[src/rtl/intc_pkg.sv]
`timescale 1ns/1ps
package intc_pkg;

    typedef enum logic [0:0] {
        CH_IDLE = 1'b0,
        CH_HELD = 1'b1
    } ch_state_e;

    localparam logic [7:0] ADDR_STATUS   = 8'h00;
    localparam logic [7:0] ADDR_MASK     = 8'h04;
    localparam logic [7:0] ADDR_IRQ_SRC  = 8'h08;
    localparam logic [7:0] ADDR_FIQ_SRC  = 8'h0C;
    localparam logic [7:0] ADDR_CTRL     = 8'h10;
    localparam logic [7:0] ADDR_GMASK    = 8'h14;
    localparam logic [7:0] ADDR_LVL_BASE = 8'h80;

    localparam int CTRL_IRQ_ACK_BIT = 0;
    localparam int CTRL_FIQ_ACK_BIT = 1;

endpackage

[src/rtl/intc_cfg_regs.sv]
`timescale 1ns/1ps
module intc_cfg_regs
    import intc_pkg::*;
#(
    parameter int NUM_LINES = 32,
    parameter int PRIO_W    = 5,
    parameter bit FIQ_OK    = 1'b1
) (
    input  logic                               clk_i,
    input  logic                               rst_ni,
    input  logic                               wr_i,
    input  logic [7:0]                         addr_i,
    input  logic [31:0]                        wdata_i,
    output logic [NUM_LINES-1:0]               mask_o,
    output logic                               gmask_o,
    output logic [NUM_LINES-1:0]               fiq_sel_o,
    output logic [NUM_LINES-1:0]               trig_o,
    output logic [NUM_LINES-1:0][PRIO_W-1:0]   prio_o
);

    always_ff @(posedge clk_i or negedge rst_ni) begin
        if (!rst_ni) begin
            mask_o  <= '1;
            gmask_o <= 1'b0;
        end else if (wr_i) begin
            if (addr_i == ADDR_MASK)  mask_o  <= wdata_i[NUM_LINES-1:0];
            if (addr_i == ADDR_GMASK) gmask_o <= wdata_i[0];
        end
    end

    for (genvar g = 0; g < NUM_LINES; g++) begin : g_lvl
        localparam logic [7:0] LVL_ADDR = 8'(ADDR_LVL_BASE + 4 * g);
        logic              fiq_r;
        logic              trig_r;
        logic [PRIO_W-1:0] prio_r;

        always_ff @(posedge clk_i or negedge rst_ni) begin
            if (!rst_ni) begin
                fiq_r  <= 1'b0;
                trig_r <= 1'b0;
                prio_r <= '0;
            end else if (wr_i && addr_i == LVL_ADDR) begin
                fiq_r  <= wdata_i[0] & FIQ_OK;
                trig_r <= wdata_i[1];
                prio_r <= wdata_i[2 +: PRIO_W];
            end
        end

        assign fiq_sel_o[g] = fiq_r;
        assign trig_o[g]    = trig_r;
        assign prio_o[g]    = prio_r;
    end

endmodule

[src/rtl/intc_pending.sv]
`timescale 1ns/1ps
module intc_pending #(
    parameter int NUM_LINES = 32
) (
    input  logic                 clk_i,
    input  logic                 rst_ni,
    input  logic [NUM_LINES-1:0] lines_i,
    input  logic [NUM_LINES-1:0] trig_i,
    input  logic                 stat_wr_i,
    input  logic [NUM_LINES-1:0] stat_keep_i,
    input  logic [NUM_LINES-1:0] clr_i,
    output logic [NUM_LINES-1:0] pend_o
);

    logic [NUM_LINES-1:0] line_q;
    logic [NUM_LINES-1:0] rise;
    logic [NUM_LINES-1:0] edge_next;
    logic                 past_ok;

    assign rise = lines_i & ~line_q;

    always_comb begin
        edge_next = pend_o;
        if (stat_wr_i) edge_next = edge_next & stat_keep_i;
        edge_next = (edge_next & ~clr_i) | rise;
    end

    always_ff @(posedge clk_i or negedge rst_ni) begin
        if (!rst_ni) begin
            line_q  <= '0;
            pend_o  <= '0;
            past_ok <= 1'b0;
        end else begin
            line_q  <= lines_i;
            pend_o  <= (trig_i & lines_i) | (~trig_i & edge_next);
            past_ok <= 1'b1;
        end
    end


    edge_capture_chk: assert property (@(posedge clk_i) disable iff (!rst_ni)
        ((rise & ~trig_i) != '0) |=>
        ((pend_o & $past(rise & ~trig_i)) == $past(rise & ~trig_i)));


    level_follow_chk: assert property (@(posedge clk_i) disable iff (!rst_ni)
        past_ok |-> ((pend_o & $past(trig_i)) == ($past(lines_i) & $past(trig_i))));

endmodule

[src/rtl/intc_arbiter.sv]
`timescale 1ns/1ps
module intc_arbiter #(
    parameter int NUM_LINES = 32,
    parameter int PRIO_W    = 5,
    localparam int IDX_W    = $clog2(NUM_LINES)
) (
    input  logic [NUM_LINES-1:0]             req_i,
    input  logic [NUM_LINES-1:0][PRIO_W-1:0] prio_i,
    output logic                             valid_o,
    output logic [IDX_W-1:0]                 idx_o
);

    logic              found;
    logic [PRIO_W-1:0] best;
    logic [IDX_W-1:0]  best_idx;

    always_comb begin
        found    = 1'b0;
        best     = '1;
        best_idx = '0;
        for (int i = 0; i < NUM_LINES; i++) begin
            if (req_i[i] && (!found || prio_i[i] < best)) begin
                found    = 1'b1;
                best     = prio_i[i];
                best_idx = IDX_W'(i);
            end
        end
        valid_o = found;
        idx_o   = best_idx;
    end

endmodule

[src/rtl/intc_channel.sv]
`timescale 1ns/1ps
module intc_channel
    import intc_pkg::*;
#(
    parameter int IDX_W = 5
) (
    input  logic             clk_i,
    input  logic             rst_ni,
    input  logic             req_valid_i,
    input  logic [IDX_W-1:0] req_idx_i,
    input  logic             ack_i,
    output logic             active_o,
    output logic             release_o,
    output logic [IDX_W-1:0] src_o
);

    ch_state_e state_q, state_d;
    logic      grant;

    always_comb begin : next_state
        state_d = state_q;
        unique case (state_q)
            CH_IDLE: if (req_valid_i) state_d = CH_HELD;
            CH_HELD: if (ack_i)       state_d = CH_IDLE;
            default:                  state_d = CH_IDLE;
        endcase
    end

    always_ff @(posedge clk_i or negedge rst_ni) begin : state_reg
        if (!rst_ni) begin
            state_q <= CH_IDLE;
            src_o   <= '0;
        end else begin
            state_q <= state_d;
            if (grant) src_o <= req_idx_i;
        end
    end

    always_comb begin : outputs
        grant     = (state_q == CH_IDLE) && req_valid_i;
        active_o  = (state_q == CH_HELD);
        release_o = (state_q == CH_HELD) && ack_i;
    end


    held_src_stable_chk: assert property (@(posedge clk_i) disable iff (!rst_ni)
        (state_q == CH_HELD && !ack_i) |=> ($stable(src_o) && state_q == CH_HELD));

endmodule

[src/rtl/intc_bank.sv]
`timescale 1ns/1ps
module intc_bank
    import intc_pkg::*;
#(
    parameter int NUM_LINES  = 32,
    parameter int PRIO_W     = 5,
    parameter int BANK_INDEX = 0,
    localparam int IDX_W     = $clog2(NUM_LINES)
) (
    input  logic             clk_i,
    input  logic             rst_ni,
    input  logic [31:0]      lines_i,
    input  logic             bus_wr_i,
    input  logic             bus_rd_i,
    input  logic [7:0]       bus_addr_i,
    input  logic [31:0]      bus_wdata_i,
    output logic [31:0]      bus_rdata_o,
    output logic             irq_o,
    output logic             fiq_o,
    output logic [4:0]       irq_src_o,
    output logic [4:0]       fiq_src_o
);

    localparam bit FIQ_OK = (BANK_INDEX == 0);
    localparam logic [NUM_LINES-1:0] LSB_ONE = NUM_LINES'(1);

    logic [NUM_LINES-1:0]             mask, fiq_sel, trig, pend, clr;
    logic [NUM_LINES-1:0][PRIO_W-1:0] prio;
    logic                             gmask;
    logic [NUM_LINES-1:0]             eligible, irq_req, fiq_req;
    logic                             irq_valid, fiq_valid;
    logic [IDX_W-1:0]                 irq_win, fiq_win, irq_src, fiq_src;
    logic                             irq_active, fiq_active, irq_rel, fiq_rel;
    logic                             stat_wr, ctrl_wr, irq_ack, fiq_ack;
    logic [NUM_LINES-1:0]             irq_src_hot, fiq_src_hot;
    logic [31:0]                      rd_val;

    assign stat_wr = bus_wr_i && (bus_addr_i == ADDR_STATUS);
    assign ctrl_wr = bus_wr_i && (bus_addr_i == ADDR_CTRL);
    assign irq_ack = ctrl_wr && bus_wdata_i[CTRL_IRQ_ACK_BIT];
    assign fiq_ack = ctrl_wr && bus_wdata_i[CTRL_FIQ_ACK_BIT];

    intc_cfg_regs #(.NUM_LINES(NUM_LINES), .PRIO_W(PRIO_W), .FIQ_OK(FIQ_OK)) cfg_i (
        .clk_i(clk_i), .rst_ni(rst_ni), .wr_i(bus_wr_i), .addr_i(bus_addr_i),
        .wdata_i(bus_wdata_i), .mask_o(mask), .gmask_o(gmask),
        .fiq_sel_o(fiq_sel), .trig_o(trig), .prio_o(prio)
    );

    intc_pending #(.NUM_LINES(NUM_LINES)) pend_i (
        .clk_i(clk_i), .rst_ni(rst_ni), .lines_i(lines_i[NUM_LINES-1:0]),
        .trig_i(trig), .stat_wr_i(stat_wr),
        .stat_keep_i(bus_wdata_i[NUM_LINES-1:0]), .clr_i(clr), .pend_o(pend)
    );

    assign eligible = pend & ~mask;
    assign irq_req  = eligible & ~fiq_sel;
    assign fiq_req  = eligible & fiq_sel;

    intc_arbiter #(.NUM_LINES(NUM_LINES), .PRIO_W(PRIO_W)) irq_arb_i (
        .req_i(irq_req), .prio_i(prio), .valid_o(irq_valid), .idx_o(irq_win)
    );

    intc_arbiter #(.NUM_LINES(NUM_LINES), .PRIO_W(PRIO_W)) fiq_arb_i (
        .req_i(fiq_req), .prio_i(prio), .valid_o(fiq_valid), .idx_o(fiq_win)
    );

    intc_channel #(.IDX_W(IDX_W)) irq_ch_i (
        .clk_i(clk_i), .rst_ni(rst_ni), .req_valid_i(irq_valid), .req_idx_i(irq_win),
        .ack_i(irq_ack), .active_o(irq_active), .release_o(irq_rel), .src_o(irq_src)
    );

    intc_channel #(.IDX_W(IDX_W)) fiq_ch_i (
        .clk_i(clk_i), .rst_ni(rst_ni), .req_valid_i(fiq_valid), .req_idx_i(fiq_win),
        .ack_i(fiq_ack), .active_o(fiq_active), .release_o(fiq_rel), .src_o(fiq_src)
    );

    assign irq_src_hot = LSB_ONE << irq_src;
    assign fiq_src_hot = LSB_ONE << fiq_src;
    assign clr = (irq_rel ? irq_src_hot : '0) | (fiq_rel ? fiq_src_hot : '0);

    assign irq_o     = irq_active && !gmask;
    assign fiq_o     = fiq_active && !gmask;
    assign irq_src_o = 5'(irq_src);
    assign fiq_src_o = 5'(fiq_src);

    always_comb begin
        rd_val = '0;
        case (bus_addr_i)
            ADDR_STATUS:  rd_val = 32'(pend);
            ADDR_MASK:    rd_val = 32'(mask);
            ADDR_IRQ_SRC: rd_val = 32'(irq_src);
            ADDR_FIQ_SRC: rd_val = 32'(fiq_src);
            ADDR_GMASK:   rd_val = 32'(gmask);
            default: begin
                for (int g = 0; g < NUM_LINES; g++) begin
                    if (bus_addr_i == 8'(ADDR_LVL_BASE + 4 * g))
                        rd_val = 32'({prio[g], trig[g], fiq_sel[g]});
                end
            end
        endcase
    end

    always_ff @(posedge clk_i or negedge rst_ni) begin
        if (!rst_ni)       bus_rdata_o <= '0;
        else if (bus_rd_i) bus_rdata_o <= rd_val;
    end


    irq_grant_legal_chk: assert property (@(posedge clk_i) disable iff (!rst_ni)
        $rose(irq_active) |-> (($past(irq_req) & irq_src_hot) != '0));


    fiq_grant_legal_chk: assert property (@(posedge clk_i) disable iff (!rst_ni)
        $rose(fiq_active) |-> (($past(fiq_req) & fiq_src_hot) != '0));

    if (!FIQ_OK) begin : g_no_fiq

        fiq_blocked_chk: assert property (@(posedge clk_i) disable iff (!rst_ni)
            !fiq_o && fiq_sel == '0);
    end

endmodule

[config.mk]
export PLATFORM = sky130hd
export DESIGN_NAME = intc_bank
export DESIGN_NICKNAME = d
export VERILOG_FILES = /design/src/rtl/intc_pkg.sv /design/src/rtl/intc_cfg_regs.sv /design/src/rtl/intc_pending.sv /design/src/rtl/intc_arbiter.sv /design/src/rtl/intc_channel.sv /design/src/rtl/intc_bank.sv
export SDC_FILE = /design/constraint.sdc
export NUM_CORES = 1
export LEC_CHECK = 0
export BUFFER_PORTS_ARGS = -buffer_cell sky130_fd_sc_hd__buf_2
export CORE_UTILIZATION = 45
export CTS_CLUSTER_DIAMETER = 150
export DETAILED_ROUTE_END_ITERATION = 10
export PLACE_DENSITY = 0.7
export SKIP_LAST_GASP = 1
export SYNTH_ARGS = -nofsm -noshare
export SYNTH_HDL_FRONTEND = slang
export SYNTH_HIERARCHICAL = 1
export SYNTH_SLANG_ARGS = --single-unit
[constraint.sdc]
create_clock -name clk_i -period 64.2 [get_ports clk_i]
set_input_delay 6.42 -clock clk_i [delete_from_list [all_inputs] [get_ports clk_i]]
set_output_delay 6.42 -clock clk_i [all_outputs]
set_load 0.05 [all_outputs]
==> reports/qor.log, run 1 <==
[floorplan] standard cell core area 79400 sq um
[clock_network] clock transition at the register clock pins on the worst setup and hold paths after CTS 70 ps
[synthesis] ranking of synthesized cells by area sky130_fd_sc_hd__dfrtp_1 (23%), sky130_fd_sc_hd__mux2_2 (9.1%), sky130_fd_sc_hd__ha_1 (4.5%)
[detailed_routing] per-cell routed wire length 24.5 um
[synthesis] syn_nets 4404
[synthesis] Post-synth EDFFs 0
[floorplan] starting density of the core 0.458
[run_status] status finished clean
[detailed_routing] 1st-iter DRT viols 4196
[clock_network] total of hold buffers inserted after clock tree synthesis 0
[setup_path] sort of element at the end of the critical path register
[synthesis] unique cell type count in the Yosys netlist 165
[setup_path] worst stage delay on the critical path 760 ps
[synthesis] post-synthesis instance area 36300 sq um
[timing] Setup Total Neg Slack 0 ps
[detailed_routing] via-per-instance ratio 6.69
[clock_network] clock buffer depth 3
[synthesis] most common cell in the synthesized netlist sky130_fd_sc_hd__nor2_1
[floorplan] Rows 103
[global_routing] via count of the first global-routing pass 32.0k
[timing] number of pins with negative max-slew slack in the final report 0
[clock_network] worst skew pair latency 630 ps
[clock_network] clock tree sinks 365
[global_routing] wire length of the first global-routing pass 196000 um
[synthesis] share of Yosys cell area claimed by the top area cell type 0.229
[clock_network] Resize count post-CTS 0
[timing] final worst path period need 54240 ps
[synthesis] most instantiated cells after synthesis sky130_fd_sc_hd__nor2_1 (360), sky130_fd_sc_hd__nand2_1 (345), sky130_fd_sc_hd__dfrtp_1 (333), sky130_fd_sc_hd__mux2_2 (294), sky130_fd_sc_hd__inv_1 (248)
[floorplan] number of primary I/O pins 120
[placement] GP Congestion 0.999
[cells_and_area] area delta synth->final 5.83%
[setup_path] required time worst endpoint 64720 ps
[detailed_routing] routed wire length 129000 um
[timing] unrepaired setup endpoints after global routing false
[synthesis] cell accounting for the most synthesized area sky130_fd_sc_hd__dfrtp_1
[detailed_routing] 1st-pass router iterations 7
[setup_path] buffering stage count on the worst path with inverters included 23
[setup_path] most common cell type on the critical path sky130_fd_sc_hd__ha_1
[timing] final count of hold timing violations 0
[detailed_routing] post-detailed-route DRC marker count 0
[synthesis] register area share after synthesis 0.252
[setup_path] kind of cell adding the most delay to the critical path compound AO/OA/AOI/OAI gates
[setup_path] cell with the largest stage delay on the worst path sky130_fd_sc_hd__o311ai_2
[detailed_routing] residual antenna-violating net count after detailed routing 0
[global_routing] largest net degree at the start of global routing 94
[timing] slew at the pin closest to its max-slew limit 1280 ps
[synthesis] share of flip-flops with an asynchronous set or reset 1.00
[placement] hpwl dp 95800 um
[timing] Max Clock Skew 81.9 ps
[run] Maximum Capacitance Violations 0
[floorplan] die height 286 um
[cells_and_area] share of layout cells above drive strength 1 0.198
[detailed_routing] routed vias 35.2k
[hold_path] worst min-delay path class register to register
[global_routing] all-layer global routing usage 0.304
[clock_network] number of clock buffers inserted by TritonCTS 40
[clock_network] post-CTS repair timing setup buffer count 0
[setup_path] critical path fanouts, max 15
[setup_path] critical path start-end classification register to register
[floorplan] Die Width 286 um
[timing] Final setup viols 0
[setup_path] arrival time at the worst endpoint 54760 ps
[clock_network] htree depth 2
[global_routing] grt total ovfl 0
[synthesis] YS warnings 6
[timing] maximum clock rate 18.4 MHz
[placement] IO Port Bufs 119
[setup_path] startpoint type of the worst setup path register
[global_routing] initial antenna violation count 5
[clock_network] TritonCTS clock tree yes
[cells_and_area] Final #Nets 4377
[cells_and_area] Post-Layout Inst Area 38500 sq um
[synthesis] flop and latch count out of synthesis 365
[synthesis] syn_area_per_cell 8.66 sq um
[placement] post-detailed-placement cell area 37200 sq um
[timing] worst slew margin relative to its limit 0.142
[floorplan] overall die area 81900 sq um
[synthesis] Top FF cell, synth sky130_fd_sc_hd__dfrtp_1
[synthesis] Synth Instances 4196
[timing] share of the cycle needed by the critical path after routing 0.845
[clock_network] library cell used as clock root buffer sky130_fd_sc_hd__clkbuf_16
cell usage in the layout, fill, tap and decap left out, types with 108 or more instances in the layout:
cell type / n
sky130_fd_sc_hd__nor2_1: 359
sky130_fd_sc_hd__nand2_1: 345
sky130_fd_sc_hd__dfrtp_1: 333
sky130_fd_sc_hd__mux2_2: 294
sky130_fd_sc_hd__inv_1: 248
sky130_fd_sc_hd__o21ai_0: 200
sky130_fd_sc_hd__a21oi_1: 187
sky130_fd_sc_hd__ha_1: 132
sky130_fd_sc_hd__nand2b_1: 125
sky130_fd_sc_hd__buf_2: 117
sky130_fd_sc_hd__nand3_1: 108
registers in the layout, indices dropped and copies added (netlist names):
signal	flops
irq_ch_i/active_o	1
fiq_ch_i/active_o	1
cfg_i/g_lvl.trig_r	32
cfg_i/gmask_o	1
cfg_i/mask_o	32
pend_i/line_q	32
bus_rdata_o	32
irq_ch_i/src_o	5
fiq_ch_i/src_o	5
cfg_i/g_lvl.fiq_r	32
cfg_i/g_lvl.prio_r	160
pend_i/pend_o	32
through the flow:
stage | hold WS, ps | setup WS, ps | std cells | utilization
after floorplan | 481 | 16940 | 4196 | -
after global placement | 480 | 12220 | 5177 | 0.468
after detailed placement | 489 | 10770 | 5177 | 0.468
after CTS | 502 | 10690 | 5249 | 0.484
after global routing | 518 | 5370 | 5250 | 0.484
final | 496 | 9960 | 5251 | 0.484
final timing paths:
path	end	start	slack (ps)	cells past startpoint
worst max-delay path	fiq_ch_i/src_o[3]	cfg_i/mask_o[0]	9960	259
worst min-delay path	bus_rdata_o[30]	bus_rdata_o[30]	500	2
worst max register to register	fiq_ch_i/src_o[3]	cfg_i/mask_o[0]	9960	259
worst min register to register	bus_rdata_o[30]	bus_rdata_o[30]	500	2
max in group asynchronous	cfg_i/g_lvl[13].prio_r[4]	rst_ni	56030	3
min in group asynchronous	cfg_i/g_lvl[29].prio_r[3]	rst_ni	5810	1
final cells by class:
cell class                 count  area [sq um]
fill                        7607         40900
inverter                     249           935
clock buffer                  61          1150
timing repair buffer         152           856
antenna                        2          5.00
multi-input combinational   3361         24900
sequential                   365          9170
clock inverter                11           133
tap                         1050          1310
worst min-delay path, cell delays in order, from the launching register on:
cell and delay, ps:
sky130_fd_sc_hd__dfrtp_1 330, sky130_fd_sc_hd__nor2_1 40, sky130_fd_sc_hd__nor2_1 80
per-layer routing:
metal | global-route usage | wire length [um]
met2 | 0.449 | 54100
met3 | 0.0669 | 13200
met4 | 0.125 | 5940
met1 | 0.427 | 55300
met5 | 0 | 45
logic make-up after synthesis:
kind of cell,Yosys count,share of synthesized area
simple gates,1484,0.221
compound gates,1277,0.270
buf+inv,470,0.0640
mux,415,0.132
flops,365,0.252
fa+ha+maj,163,0.0541
xor+xnor,22,0.00551
Power of run 1 is left out: the tool's default activity adds up to more than one toggle a clock period on the data nets, which glitch-free logic cannot reach.
==> run 2, diff against run 1 <==
- PLACE_DENSITY: 0.7 -> 0.72
- clock period: 64.2 -> 47.2 ns (I/O delays scaled with it)
==> run 2 against run 1 <==
Worst setup slack worse by 7900 ps. Die area is the same. Critical path depth fell by 8. Via count is 4.1% higher. Critical path type unchanged. Highest routed layer unchanged.
==> reports/qor.log, run 2 (synthesis gave the netlist of run 1 again) <==
[floorplan] number of primary I/O pins 120 [unchanged]
[detailed_routing] Met3 Wirelength 13800 um [+4.4%]
[setup_path] number of cell instances on the worst register-to-register path 251 [-3.1%]
[setup_path] flop2flop setup slack 2030 ps [-7940 ps]
[setup_path] startpoint type of the worst setup path register
[detailed_routing] residual antenna-violating net count after detailed routing 0 [unchanged]
[detailed_routing] via-per-instance ratio 6.63 [-0.94%]
[detailed_routing] routed wire length 133000 um [+3.1%]
[detailed_routing] per-cell routed wire length 24.0 um [-1.9%]
[detailed_routing] uppermost layer routed met5
[placement] placed instance count 5326 [+2.9%]
[setup_path] cell with the largest stage delay on the worst path sky130_fd_sc_hd__dfstp_2
[placement] GP Congestion 0.988 [-1.1%]
[cells_and_area] share of layout cells above drive strength 1 0.300 [+0.102]
[cells_and_area] Finished Layout Cells 5518 [+5.1%]
[global_routing] all-layer global routing usage 0.306 [+0.00233]
[setup_path] worst stage delay on the critical path 550 ps [-210 ps]
[global_routing] grt total ovfl 0 [unchanged]
[timing] worst slew margin relative to its limit 0.112 [-0.0304]
[cells_and_area] commonest cells after routing, fill and taps aside sky130_fd_sc_hd__nor2_1 (342), sky130_fd_sc_hd__dfrtp_1 (333), sky130_fd_sc_hd__nand2_1 (329)
[clock_network] total of hold buffers inserted after clock tree synthesis 0 [unchanged]
[hold_path] critical hold path startpoint bus_rdata_o[18]
[global_routing] via count of the first global-routing pass 33.6k [+4.8%]
[timing] final worst path period need 45170 ps [-9060 ps]
[clock_network] clock transition at the register clock pins on the worst setup and hold paths after CTS 70 ps [about the same]
[placement] post-detailed-placement cell area 38300 sq um [+3.0%]
[setup_path] critical path fanouts, max 8 [-7]
[placement] hpwl dp 96200 um [+0.44%]
[cells_and_area] register containing the most flip-flops in the final layout cfg_i/g_lvl.prio_r
[timing] final count of hold timing violations 0 [unchanged]
[setup_path] sort of element at the end of the critical path register
[clock_network] worst skew pair latency 590 ps [-40 ps]
[floorplan] die height 286 um [unchanged]
[setup_path] most common cell type on the critical path sky130_fd_sc_hd__inv_1
[cells_and_area] most common cell after layout, fill and taps aside sky130_fd_sc_hd__nor2_1
[detailed_routing] 1st-iter DRT viols 4002 [-4.6%]
[cells_and_area] Post-Layout Inst Area 42100 sq um [+9.5%]
[clock_network] htree depth 2 [unchanged]
[cells_and_area] number of flip-flops under the largest register name 160 [unchanged]
[cells_and_area] number of fill cells 7311 [-3.9%]
[floorplan] starting density of the core 0.458 [unchanged]
[setup_path] arrival time at the worst endpoint 45710 ps [-9050 ps]
[setup_path] Crit Reg-Reg Startpoint cfg_i/mask_o[0]
[setup_path] Reg2Reg Capture Point irq_ch_i/src_o[0]
[floorplan] standard cell core area 79400 sq um [unchanged]
[clock_network] library cell used as clock root buffer sky130_fd_sc_hd__clkbuf_16
[global_routing] wire length of the first global-routing pass 198000 um [+1.2%]
[detailed_routing] met1 wire length 55700 um [+0.76%]
[clock_network] clock tree sinks 365 [unchanged]
[floorplan] overall die area 81900 sq um [unchanged]
[detailed_routing] WL met2 56700 um [+4.7%]
[detailed_routing] post-detailed-route DRC marker count 0 [unchanged]
[timing] share of the cycle needed by the critical path after routing 0.957 [+0.112]
[global_routing] initial antenna violation count 3 [-2]
[clock_network] clock buffer depth 3 [unchanged]
[setup_path] required time worst endpoint 47730 ps [-16990 ps]
[placement] IO Port Bufs 119 [unchanged]
[detailed_routing] 1st-pass router iterations 9 [+2]
[hold_path] worst min-delay path class register to register
[timing] number of pins with negative max-slew slack in the final report 0 [unchanged]
[run_status] status finished clean
[timing] maximum clock rate 22.1 MHz [+20%]
[floorplan] Rows 103 [unchanged]
[floorplan] Die Width 286 um [unchanged]
[timing] Final setup viols 0 [unchanged]
[global_routing] largest net degree at the start of global routing 175 [+86%]
[hold_path] endpoint of the worst hold path bus_rdata_o[18]
[cells_and_area] area delta synth->final 15.8%
[timing] slew at the pin closest to its max-slew limit 1330 ps [+45.5 ps]
[detailed_routing] routed vias 36.6k [+4.1%]
[cells_and_area] Final #Nets 4641 [+6.0%]
[clock_network] TritonCTS clock tree yes
[clock_network] number of clock buffers inserted by TritonCTS 41 [+2.5%]
[hold_path] depth of the worst hold-timing path 2 [unchanged]
[timing] Max Clock Skew 21.2 ps [-60.8 ps]
[run] Maximum Capacitance Violations 0 [unchanged]
[setup_path] critical path start-end classification register to register
[setup_path] source of the critical timing path cfg_i/mask_o[0]
[run 2: cell count changes in the layout (fill, tap and decap cells not counted), moves of 16 or more]
cell,change
sky130_fd_sc_hd__mux2i_1,-21
sky130_fd_sc_hd__o21ai_0,-45
sky130_fd_sc_hd__nor2_1,-17
sky130_fd_sc_hd__ha_4,+23
sky130_fd_sc_hd__a21oi_2,+27
sky130_fd_sc_hd__ha_1,-31
sky130_fd_sc_hd__buf_4,+260
sky130_fd_sc_hd__nand2_1,-16
sky130_fd_sc_hd__o21ai_1,+25
sky130_fd_sc_hd__mux2i_2,+19
sky130_fd_sc_hd__a21oi_1,-30
sky130_fd_sc_hd__o21ai_2,+18
[run 2: layout make-up]
cell class / count / area [sq um] / area share
clock buffers: 57 / 1160 / 0.0275
well taps: 1050 / 1310 / 0.0312
clock inverters: 19 / 250 / 0.00594
multi-input cells: 3361 / 26400 / 0.627
diodes: 2 / 5.00 / 0.000119
inverters: 249 / 935 / 0.0222
flip-flops and latches: 365 / 9170 / 0.218
repair buffers: 415 / 2850 / 0.0677
[run 2: stage by stage]
step                 util  hold slack, ps  worst slack [ps]  setup TNS [ps]
CTS                 0.502             504              6.57               0
detailed placement  0.482             489              -921           -6170
finish              0.530             498              2030               0
floorplan               -             481              59.1               0
global placement    0.482             478             -74.0            -164
global route        0.530             512              -556           -5090
[run 2: layer usage]
metal	track usage	vias up
met2	0.455	1976
met4	0.132	2
met1	0.423	17900
met3	0.0711	359
met5	0	-
li1	-	16400
[run 2: critical path: cells and delay by family (launching register included)]
kind / cells / cell delay (ps)
buf+inv: 32 / 2900
simple gates: 65 / 8890
mux: 21 / 5620
compound gates: 102 / 18940
fa+ha+maj: 31 / 8200
flops: 1 / 550
[run 2: what timing repair did]
item / 4_1_cts / 5_1_grt
gates cloned: 0 / 1
setup endpoints to repair: 10 / 10
resized for setup: 25 / 326
pin swaps: 7 / 131
setup buffers: 9 / 104
[run 2: worst max path at each step]
| stage | to | slack (ps) |
|---|---|---|
| after floorplan | fiq_ch_i/src_o[4] | 60 |
| after global placement | fiq_ch_i/src_o[4] | -70 |
| after detailed placement | irq_ch_i/src_o[0] | -920 |
| after CTS | fiq_ch_i/src_o[3] | 7 |
| after global routing | fiq_ch_i/src_o[0] | -560 |
| final | irq_ch_i/src_o[0] | 2030 |
Power of run 2 is left out for the same reason.
